$ cat src/rtl/memcmd_pkg.sv
package memcmd_pkg;

    localparam int NUM_SRC = 7;

    // Grant bit positions; the order is the priority ladder.
    localparam int IX_DMISS = 0;
    localparam int IX_DUNC  = 1;
    localparam int IX_DLL   = 2;
    localparam int IX_IMISS = 3;
    localparam int IX_IUNC  = 4;
    localparam int IX_WRITE = 5;
    localparam int IX_SC    = 6;

    typedef enum logic [2:0] {
        SRC_DMISS = 3'd0,
        SRC_DUNC  = 3'd1,
        SRC_DLL   = 3'd2,
        SRC_IMISS = 3'd3,
        SRC_IUNC  = 3'd4,
        SRC_WRITE = 3'd5,
        SRC_SC    = 3'd6,
        SRC_NONE  = 3'd7
    } src_e;

    localparam int WORD_BYTES = 4;
    localparam int LL_BYTES   = 8;

endpackage

$ cat src/rtl/memcmd_select.sv
module memcmd_select
    import memcmd_pkg::*;
(
    input  logic               clk,
    input  logic               rst_n,
    input  logic [NUM_SRC-1:0] req_i,
    input  logic               iprio_i,
    input  logic               wb_dhit_i,
    input  logic               wb_ihit_i,
    input  logic               enable_i,
    output logic [NUM_SRC-1:0] grant_o,
    output src_e               sel_o
);

    logic [NUM_SRC-1:0] elig;
    logic               data_turn;
    logic               data_pend;
    logic               taken;

    // Eligibility: turn bit between the two cache sides, buffer conflicts.
    always_comb begin
        data_turn = !req_i[IX_IMISS] || !iprio_i;
        data_pend = req_i[IX_DMISS] || req_i[IX_DUNC] || req_i[IX_DLL];
        elig            = req_i;
        elig[IX_DMISS]  = req_i[IX_DMISS] && data_turn;
        elig[IX_DUNC]   = req_i[IX_DUNC]  && data_turn && !wb_dhit_i;
        elig[IX_DLL]    = req_i[IX_DLL]   && data_turn && !wb_dhit_i;
        elig[IX_IMISS]  = req_i[IX_IMISS] && (!data_pend || iprio_i) && !wb_ihit_i;
    end

    // Fixed ladder: the lowest eligible index wins.
    always_comb begin
        taken = 1'b0;
        for (int k = 0; k < NUM_SRC; k++) begin
            grant_o[k] = enable_i && elig[k] && !taken;
            taken      = taken || elig[k];
        end
    end

    always_comb begin
        sel_o = SRC_NONE;
        for (int k = NUM_SRC - 1; k >= 0; k--) begin
            if (grant_o[k]) sel_o = src_e'(3'(k));
        end
    end

    assert_onehot_R1: assert property (@(posedge clk) disable iff (!rst_n)
        $onehot0(grant_o));

    assert_dgate_R4: assert property (@(posedge clk) disable iff (!rst_n)
        wb_dhit_i |-> !grant_o[IX_DUNC] && !grant_o[IX_DLL]);

    assert_igate_R4: assert property (@(posedge clk) disable iff (!rst_n)
        wb_ihit_i |-> !grant_o[IX_IMISS]);

    assert_turn_R2: assert property (@(posedge clk) disable iff (!rst_n)
        (iprio_i && req_i[IX_IMISS]) |->
            !grant_o[IX_DMISS] && !grant_o[IX_DUNC] && !grant_o[IX_DLL]);

endmodule

$ cat src/rtl/memcmd_sequencer.sv
module memcmd_sequencer
    import memcmd_pkg::*;
#(
    parameter  int ADDR_W     = 32,
    parameter  int DATA_W     = 32,
    parameter  int LINE_WORDS = 16,
    parameter  int TRDID_W    = 4,
    localparam int IDX_W      = $clog2(LINE_WORDS),
    localparam int BE_W       = DATA_W / 8,
    localparam int PLEN_W     = $clog2(LINE_WORDS * WORD_BYTES) + 1
) (
    input  logic               clk,
    input  logic               rst_n,
    input  logic               start_i,
    input  src_e               src_i,
    input  logic [ADDR_W-1:0]  d_paddr_i,
    input  logic [ADDR_W-1:0]  i_paddr_i,
    input  logic [DATA_W-1:0]  sc_wdata_i,
    input  logic [IDX_W-1:0]   wb_min_i,
    input  logic [IDX_W-1:0]   wb_max_i,
    input  logic [ADDR_W-1:0]  wb_line_i,
    input  logic [DATA_W-1:0]  wb_wdata_i,
    input  logic [BE_W-1:0]    wb_be_i,
    input  logic               cmd_ack_i,
    output logic [IDX_W-1:0]   rd_idx_o,
    output logic               cmd_valid_o,
    output logic [ADDR_W-1:0]  cmd_addr_o,
    output logic [DATA_W-1:0]  cmd_wdata_o,
    output logic [BE_W-1:0]    cmd_be_o,
    output logic [TRDID_W-1:0] cmd_trdid_o,
    output logic [2:0]         cmd_pktid_o,
    output logic [PLEN_W-1:0]  cmd_plen_o,
    output logic               cmd_eop_o
);

    localparam int               LINE_BYTES = LINE_WORDS * WORD_BYTES;
    localparam logic [ADDR_W-1:0] LINE_MASK = ~(ADDR_W'(LINE_BYTES - 1));

    typedef struct packed {
        logic              busy;
        src_e              src;
        logic [ADDR_W-1:0] addr;
        logic [DATA_W-1:0] wdata;
        logic [IDX_W-1:0]  idx;
        logic [IDX_W-1:0]  first;
        logic [IDX_W-1:0]  last;
    } seq_t;

    seq_t st_d, st_q;
    logic is_wr;
    logic [PLEN_W-1:0] burst_words;

    always_comb begin
        st_d = st_q;
        if (!st_q.busy) begin
            if (start_i) begin
                st_d.busy  = 1'b1;
                st_d.src   = src_i;
                st_d.wdata = (src_i == SRC_SC) ? sc_wdata_i : '0;
                st_d.first = (src_i == SRC_WRITE) ? wb_min_i : '0;
                st_d.last  = (src_i == SRC_WRITE) ? wb_max_i : '0;
                st_d.idx   = st_d.first;
                case (src_i)
                    SRC_DMISS: st_d.addr = d_paddr_i & LINE_MASK;
                    SRC_IMISS: st_d.addr = i_paddr_i & LINE_MASK;
                    SRC_IUNC:  st_d.addr = i_paddr_i;
                    SRC_WRITE: st_d.addr = wb_line_i;
                    default:   st_d.addr = d_paddr_i;
                endcase
            end
        end else if (cmd_ack_i) begin
            if (st_q.idx == st_q.last) st_d.busy = 1'b0;
            else                       st_d.idx  = st_q.idx + 1'b1;
        end
    end

    always_ff @(posedge clk or negedge rst_n) begin
        if (!rst_n) st_q <= '0;
        else        st_q <= st_d;
    end

    always_comb begin
        is_wr       = (st_q.src == SRC_WRITE);
        burst_words = PLEN_W'(st_q.last) - PLEN_W'(st_q.first) + PLEN_W'(1);
        rd_idx_o    = st_q.idx;
        cmd_valid_o = st_q.busy;
        cmd_addr_o  = is_wr ? st_q.addr + (ADDR_W'(st_q.idx) << 2) : st_q.addr;
        cmd_wdata_o = is_wr ? wb_wdata_i : st_q.wdata;
        cmd_be_o    = is_wr ? wb_be_i : '1;
        cmd_trdid_o = (st_q.src == SRC_IMISS || st_q.src == SRC_IUNC) ?
                      TRDID_W'(1) : '0;
        cmd_pktid_o = st_q.src;
        cmd_eop_o   = (st_q.idx == st_q.last);
        case (st_q.src)
            SRC_DMISS, SRC_IMISS: cmd_plen_o = PLEN_W'(LINE_BYTES);
            SRC_DLL:              cmd_plen_o = PLEN_W'(LL_BYTES);
            SRC_WRITE:            cmd_plen_o = burst_words << 2;
            default:              cmd_plen_o = PLEN_W'(WORD_BYTES);
        endcase
    end

    assert_hold_R9: assert property (@(posedge clk) disable iff (!rst_n)
        (cmd_valid_o && !cmd_ack_i) |=>
            cmd_valid_o && $stable(cmd_addr_o) && $stable(cmd_pktid_o)
            && $stable(cmd_plen_o));

    assert_llfields_R6: assert property (@(posedge clk) disable iff (!rst_n)
        (cmd_valid_o && cmd_pktid_o == SRC_DLL) |->
            cmd_wdata_o == '0 && cmd_be_o == '1 && cmd_trdid_o == '0
            && cmd_plen_o == PLEN_W'(LL_BYTES) && cmd_eop_o);

    assert_burst_R7: assert property (@(posedge clk) disable iff (!rst_n)
        (cmd_valid_o && cmd_ack_i && !cmd_eop_o) |=>
            cmd_valid_o && cmd_addr_o == $past(cmd_addr_o) + ADDR_W'(WORD_BYTES));

    assert_gap_R9: assert property (@(posedge clk) disable iff (!rst_n)
        (cmd_valid_o && cmd_ack_i && cmd_eop_o) |=> !cmd_valid_o);

endmodule

$ cat src/rtl/memcmd_arbiter.sv
module memcmd_arbiter
    import memcmd_pkg::*;
#(
    parameter  int ADDR_W     = 32,
    parameter  int DATA_W     = 32,
    parameter  int LINE_WORDS = 16,
    parameter  int TRDID_W    = 4,
    localparam int IDX_W      = $clog2(LINE_WORDS),
    localparam int BE_W       = DATA_W / 8,
    localparam int PLEN_W     = $clog2(LINE_WORDS * WORD_BYTES) + 1
) (
    input  logic               clk,
    input  logic               rst_n,
    input  logic               dmiss_req,
    input  logic               dunc_req,
    input  logic               ll_post,
    input  logic               imiss_req,
    input  logic               iunc_req,
    input  logic               sc_req,
    input  logic [ADDR_W-1:0]  d_paddr,
    input  logic [ADDR_W-1:0]  i_paddr,
    input  logic [DATA_W-1:0]  sc_wdata,
    input  logic               wb_dhit,
    input  logic               wb_ihit,
    input  logic               wb_rok,
    input  logic [IDX_W-1:0]   wb_min,
    input  logic [IDX_W-1:0]   wb_max,
    input  logic [ADDR_W-1:0]  wb_line,
    input  logic [DATA_W-1:0]  wb_wdata,
    input  logic [BE_W-1:0]    wb_be,
    output logic [IDX_W-1:0]   wb_rd_idx,
    output logic [NUM_SRC-1:0] grant,
    output logic               cmd_valid,
    input  logic               cmd_ack,
    output logic [ADDR_W-1:0]  cmd_addr,
    output logic [DATA_W-1:0]  cmd_wdata,
    output logic [BE_W-1:0]    cmd_be,
    output logic [TRDID_W-1:0] cmd_trdid,
    output logic [2:0]         cmd_pktid,
    output logic [PLEN_W-1:0]  cmd_plen,
    output logic               cmd_eop
);

    typedef struct packed {
        logic ll;      // linked load waiting
        logic iprio;   // instruction side has the turn
    } ctl_t;

    ctl_t ctl_d, ctl_q;
    logic [NUM_SRC-1:0] reqs;
    src_e               sel;

    assign reqs = {sc_req, wb_rok, iunc_req, imiss_req, ctl_q.ll, dunc_req, dmiss_req};

    memcmd_select u_sel (
        .clk       (clk),
        .rst_n     (rst_n),
        .req_i     (reqs),
        .iprio_i   (ctl_q.iprio),
        .wb_dhit_i (wb_dhit),
        .wb_ihit_i (wb_ihit),
        .enable_i  (!cmd_valid),
        .grant_o   (grant),
        .sel_o     (sel)
    );

    memcmd_sequencer #(
        .ADDR_W     (ADDR_W),
        .DATA_W     (DATA_W),
        .LINE_WORDS (LINE_WORDS),
        .TRDID_W    (TRDID_W)
    ) u_seq (
        .clk         (clk),
        .rst_n       (rst_n),
        .start_i     (|grant),
        .src_i       (sel),
        .d_paddr_i   (d_paddr),
        .i_paddr_i   (i_paddr),
        .sc_wdata_i  (sc_wdata),
        .wb_min_i    (wb_min),
        .wb_max_i    (wb_max),
        .wb_line_i   (wb_line),
        .wb_wdata_i  (wb_wdata),
        .wb_be_i     (wb_be),
        .cmd_ack_i   (cmd_ack),
        .rd_idx_o    (wb_rd_idx),
        .cmd_valid_o (cmd_valid),
        .cmd_addr_o  (cmd_addr),
        .cmd_wdata_o (cmd_wdata),
        .cmd_be_o    (cmd_be),
        .cmd_trdid_o (cmd_trdid),
        .cmd_pktid_o (cmd_pktid),
        .cmd_plen_o  (cmd_plen),
        .cmd_eop_o   (cmd_eop)
    );

    always_comb begin
        ctl_d       = ctl_q;
        ctl_d.ll    = ll_post || (ctl_q.ll && !grant[IX_DLL]);
        ctl_d.iprio = ctl_q.iprio ^ (grant[IX_DMISS] || grant[IX_IMISS]);
    end

    always_ff @(posedge clk or negedge rst_n) begin
        if (!rst_n) ctl_q <= '0;
        else        ctl_q <= ctl_d;
    end

    assert_toggle_R3: assert property (@(posedge clk) disable iff (!rst_n)
        (grant[IX_DMISS] || grant[IX_IMISS]) |=> ctl_q.iprio != $past(ctl_q.iprio));

    assert_keep_R3: assert property (@(posedge clk) disable iff (!rst_n)
        !(grant[IX_DMISS] || grant[IX_IMISS]) |=> $stable(ctl_q.iprio));

    assert_llclear_R5: assert property (@(posedge clk) disable iff (!rst_n)
        (grant[IX_DLL] && !ll_post) |=> !ctl_q.ll);

    assert_busy_R9: assert property (@(posedge clk) disable iff (!rst_n)
        cmd_valid |-> grant == '0);

endmodule

$ cat config.mk
export PLATFORM = sky130hd
export DESIGN_NAME = memcmd_arbiter
export DESIGN_NICKNAME = d
export VERILOG_FILES = /design/src/rtl/memcmd_pkg.sv /design/src/rtl/memcmd_select.sv /design/src/rtl/memcmd_sequencer.sv /design/src/rtl/memcmd_arbiter.sv
export SDC_FILE = /design/constraint.sdc
export NUM_CORES = 1
export LEC_CHECK = 0
export ABC_AREA = 1
export BUFFER_PORTS_ARGS = -buffer_cell sky130_fd_sc_hd__buf_4
export CAP_MARGIN = 30
export CELL_PAD_IN_SITES_DETAIL_PLACEMENT = 1
export CELL_PAD_IN_SITES_GLOBAL_PLACEMENT = 2
export CORE_ASPECT_RATIO = 0.9
export CORE_UTILIZATION = 24
export DETAILED_ROUTE_END_ITERATION = 8
export PLACE_DENSITY_LB_ADDON = 0.1
export SYNTH_ARGS = -nofsm -noshare
export SYNTH_HDL_FRONTEND = slang
export SYNTH_SLANG_ARGS = --single-unit
$ cat constraint.sdc
create_clock -name clk -period 2.89 [get_ports clk]
set_input_delay 0.578 -clock clk [delete_from_list [all_inputs] [get_ports clk]]
set_output_delay 0.578 -clock clk [all_outputs]
set_load 0.02 [all_outputs]
Word-level counts from Yosys, hierarchy flattened
Index checks and enable logic that the tools add are counted.
- memories kept: 0
- bits in latches: 0
- RAM bits: 0
- output and inout bits: 95
- bits in read-only memories: 0
- input port bits: 184
- bits in registers: 82
- logic and storage cells: 102
- equal/unequal tests: 11
- muxes and demuxes: 23
- bitwise operators: 2
- multiply operators: 0
- shift operators: 0
- div/mod/pow operators: 0
- reductions and logical operators: 53
- $add $sub $neg: 4
- magnitude comparators: 0
- operator list (operator ; count):
    32-bit one-hot mux with 4 select lines ; 1
    32-bit two-way mux ; 3
    80-bit two-way mux ; 1
    32-bit by 6-bit adder with 32-bit output ; 1
    4-bit two-way mux ; 6
    1-bit logical AND ; 21
    7-bit one-hot mux with 3 select lines ; 1
    3-bit two-way mux ; 6
    3-bit equality test (second input constant) ; 5
    1-bit zero test ; 13
    1-bit logical OR ; 12
    3-bit by 2-bit equality test with 1-bit output (second input constant) ; 3
    7-bit OR reduction ; 1
    3-bit zero test ; 2
    5-bit by 1-bit adder with 5-bit output (second input constant) ; 1
    1-bit two-way mux ; 5
    4-bit by 4-bit subtractor with 5-bit output ; 1
    4-bit by 1-bit adder with 4-bit output (second input constant) ; 1
    4-bit equality test ; 1
    2-bit != test (second input constant) ; 2
    3-bit AND reduction ; 1
    2-bit AND reduction ; 1
    2-bit nonzero test ; 1
    2-bit OR reduction ; 1
    other kinds (2) ; 2

Logic depth before layout (Yosys ltp)
- depth in word-level cells: 22
- depth in mapped cells: 13
- depth with buffers taken out: 13

By module
From an unflattened synthesis, not the netlist that was laid out.
- cells, all modules: 879
- area total of the unflattened synthesis: 5886.9 um^2
- modules (own cells, without submodules) (module ; area each (um^2) ; instances ; sequential area each (um^2) ; cells each):
    memcmd_sequencer ; 5522.8 ; 1 ; 2001.9 ; 815
    memcmd_select ; 232.7 ; 1 ; 0.0 ; 44
    memcmd_arbiter ; 131.4 ; 1 ; 50.0 ; 20

Least setup slack after synthesis
Ideal clock, no wire load.
- path type: reg2out
- start point: register u_seq.st_q, in the netlist u_seq.rd_idx_o[0]
- end point: output cmd_addr[18]
- data required time: 2.312 ns
- setup slack: 0.036 ns
- cell stages (with the launch flop): 11
- arrival: 2.276 ns
- path buffers: 0
- cell sequence: dfrtp_1 ha_1 inv_1 fa_1 o21ai_0 nand2_1 nand2_1 nand2_1 nor2_2 nand4_1 xnor2_1
- longest elaborated chain between the ends: 2
- RTL lines (item ; RTL line ; text):
    start, declared ; memcmd_sequencer.sv:49 ; seq_t st_d, st_q;
    start signal, assigned ; memcmd_sequencer.sv:79 ; else st_q <= st_d;
    32-bit by 6-bit adder with 32-bit output ; memcmd_sequencer.sv:87 ; cmd_addr_o = is_wr ? st_q.addr + (ADDR_W'(st_q.idx) << 2) : st_q.addr;
    32-bit two-way mux ; memcmd_sequencer.sv:87 ;
    end, declared ; memcmd_arbiter.sv:35 ; output logic [ADDR_W-1:0] cmd_addr,
No other way between the ends.

Worst setup path after layout
- start point: register u_seq.st_q[46] in the netlist's numbering
- end point: output cmd_addr[20]
Same word-level chain as after synthesis.

==> results.cfg <==
[route]
final_antenna_net_count = 0
viasPerCell = 4.42
vias = 7013
drt_iter0_drc = 204
firstDrtPassIters = 4
routedWlPerCell_um = 15.6
wl_mm = 24.8
drc = 0

[global_routing]
use_met2_pct = 31.3
grt-busiest-layer = met2
use_met1_pct = 24.6
grt_max_degree = 80
grt_pass1_vias = 7087
antenna_found_initial = 0
grt_overflow_total = 0
grt_pass1_wl_mm = 38.6
met3_usage_pct = 3.43
grt_use_total_pct = 18.6

[synth]
synth_area_sq_um = 6240
syn_inst = 972
synth_flop_cell = dfrtp_1
synth_cell_types = 37
yosysTopAreaCellShare_pct = 32.9
syn_area_per_cell_sq_um = 6.42
async_reset_ff_share_pct = 100
synth.area.top_cells = dfrtp_1 33%, nand2_1 23%, inv_1 7.3%
synth-seq-cells = 82
seq_area_frac_synth_pct = 32.9
synth_enable_flop_cells = 0
yosysWarnings = 0
yosysTopAreaCell = dfrtp_1

[hold_path]
hp-class = input port to asynchronous set/reset pin

[clock_tree]
cts_tree = yes
root_buffer = clkbuf_16
path_clk_slew_ns = 0.06
cts_num_sinks = 82
cts.path.max_buffers = 2
cts-htree-levels = 3
numCtsBuffers = 9
clock_latency_ns = 0.35

[pwr]
p_total_w = 0.00705
p_leak_nw = 4.83
powerDensity_nw_per_um2 = 760
ir_drop_uv = 283

[timing]
drv_slew = 0
setup_slack_ns = -0.0954
hold_viol = 0
max-slew-margin-rel_pct = 61.0
clock-skew-final_ns = 0.00887
tightest_slew_ns = 0.585
max_freq_ghz = 0.335
timing.final.crit_share_pct = 103
fin_crit_ns = 2.99
setup_viol = 8
rsz0062_at_grt = yes

[cells_and_area]
antenna_cells = 0
final_cells = 1588
nets = 1440
final_cell_mix = 375 x nand2_1, 304 x buf_4, 117 x inv_1, 78 x dfrtp_1, 77 x o21ai_0
drive_gt1_share_pct = 31.9
layout_commonest_cell = nand2_1
area_growth_pct = 48.6

[die]
core-area_sq_um = 25300
die_h_um = 155
die-area_sq_um = 26700
die_w_um = 172
std_cell_rows = 55
ios = 279
initial_utilization_pct = 24.7

[place]
gp_congestion = 0.760
placed_cells = 1563
dp_hpwl_mm = 19.7
portBuffers = 273

[critical_path]
crit_required_ns = 2.31
arrival_ns = 2.41
critPathKind = flip-flop to output port
worstSetupEndpointType = output port
startpoint = u_seq.st_q[46]
cp-start-kind = flip-flop
crit_path_max_fanout = 3
r2r-start = u_seq.cmd_valid_o

[outcome]
outcome = complete, but fails checks
violations = negative setup slack

[flow_run]
cap_violations = 0
[worst max-delay path, stage by stage, from the launching register on]
cell and delay (ns):
dfrtp_1 0.36, ha_2 0.20, inv_2 0.04, fa_2 0.36
o21ai_2 0.16, nand2_2 0.09, nand2_4 0.08, nand2_4 0.06
nor2_4 0.10, nand4_1 0.19, o21ai_1 0.19, nand2_1 0.10
buf_6 0.14
[metal layers]
layer | wire, um | vias to the layer above
met2 | 11700 | 158
met5 | 0 | -
met4 | 205 | 0
met3 | 1270 | 13
met1 | 11600 | 3253
li1 | - | 3589
[cell usage after synthesis (all sizes together) (7+ instances only)]
library cell  instances
buf                  41
clkbuf               17
dfrtp                82
ha                   12
inv                 125
nand2               389
nand3                69
nand4                40
nor2                 41
nor3                  9
o21ai                84
or2                   7
xnor2                10
xor2                 15
[power by group]
group	internal, W	switching, W	leakage [nW]
Sequential	0.00148	0.000402	1.07
Combinational	0.00161	0.00239	3.62
Clock	0.000685	0.000485	0.140
Total	0.00377	0.00328	4.83
[flip-flops by register name, indices dropped and copies added (netlist names)]
register / cells
u_seq.cmd_valid_o: 1
u_seq.st_q: 72
u_seq.rd_idx_o: 4
u_seq.cmd_pktid_o: 3
ctl_q: 2
[stage by stage]
step	setup TNS, ns	cell area [sq um]	util (%)	hold WS [ns]	worst slack, ns
after global routing	-2.21	9280	36.6	0.256	-0.262
final	-0.443	9280	36.6	0.220	-0.0954
after floorplan	0	6260	-	0.282	0.0360
after CTS	-1.09	9050	35.7	0.237	-0.199
after global placement	0	8640	34.1	0.468	0.129
after detailed placement	0	8640	34.1	0.467	0.0823
[logic make-up (layout without fill, tap and decap cells)]
group                      Yosys count  after routing  synth area share (%)
and+or+nand+nor                    565            565                  38.8
buffers and inverters              184            454                  13.0
AOI/OAI and AO/OA                  101            101                  8.64
DFF                                 82             82                  32.9
xor gates and xnor gates            25             25                  3.51
adders and majority gates           14             14                  3.05
other                                1              5                0.0601
[final cells by class]
class | count | area [sq um]
clock buffer | 10 | 239
clock inverter | 5 | 55.1
fill | 3287 | 16000
inverter | 126 | 477
multi-input combinational | 710 | 3630
sequential | 82 | 2060
tap | 342 | 428
timing repair buffer | 313 | 2390
[final timing paths]
path / endpoint / slack, ns / cells after the start
min: ctl_q[0] / 0.22 / 1
min reg2reg: u_seq.st_q[45] / 0.48 / 2
max: cmd_addr[20] / -0.1 / 12
min in group clk: u_seq.st_q[2] / 0.43 / 3
max in group asynchronous: u_seq.st_q[56] / 1.90 / 2
max reg2reg: u_seq.st_q[54] / 0.49 / 10
[what timing repair did]
action | CTS | global route
setup buffers | 4 | 6
endpoints found under the setup margin | 19 | 24
endpoints found under the hold margin | 0 | 0
hold buffers | 0 | 0
resized for setup | 23 | 46
pin swaps | 10 | 19
Note: power is estimated with default switching activity, not from simulation.
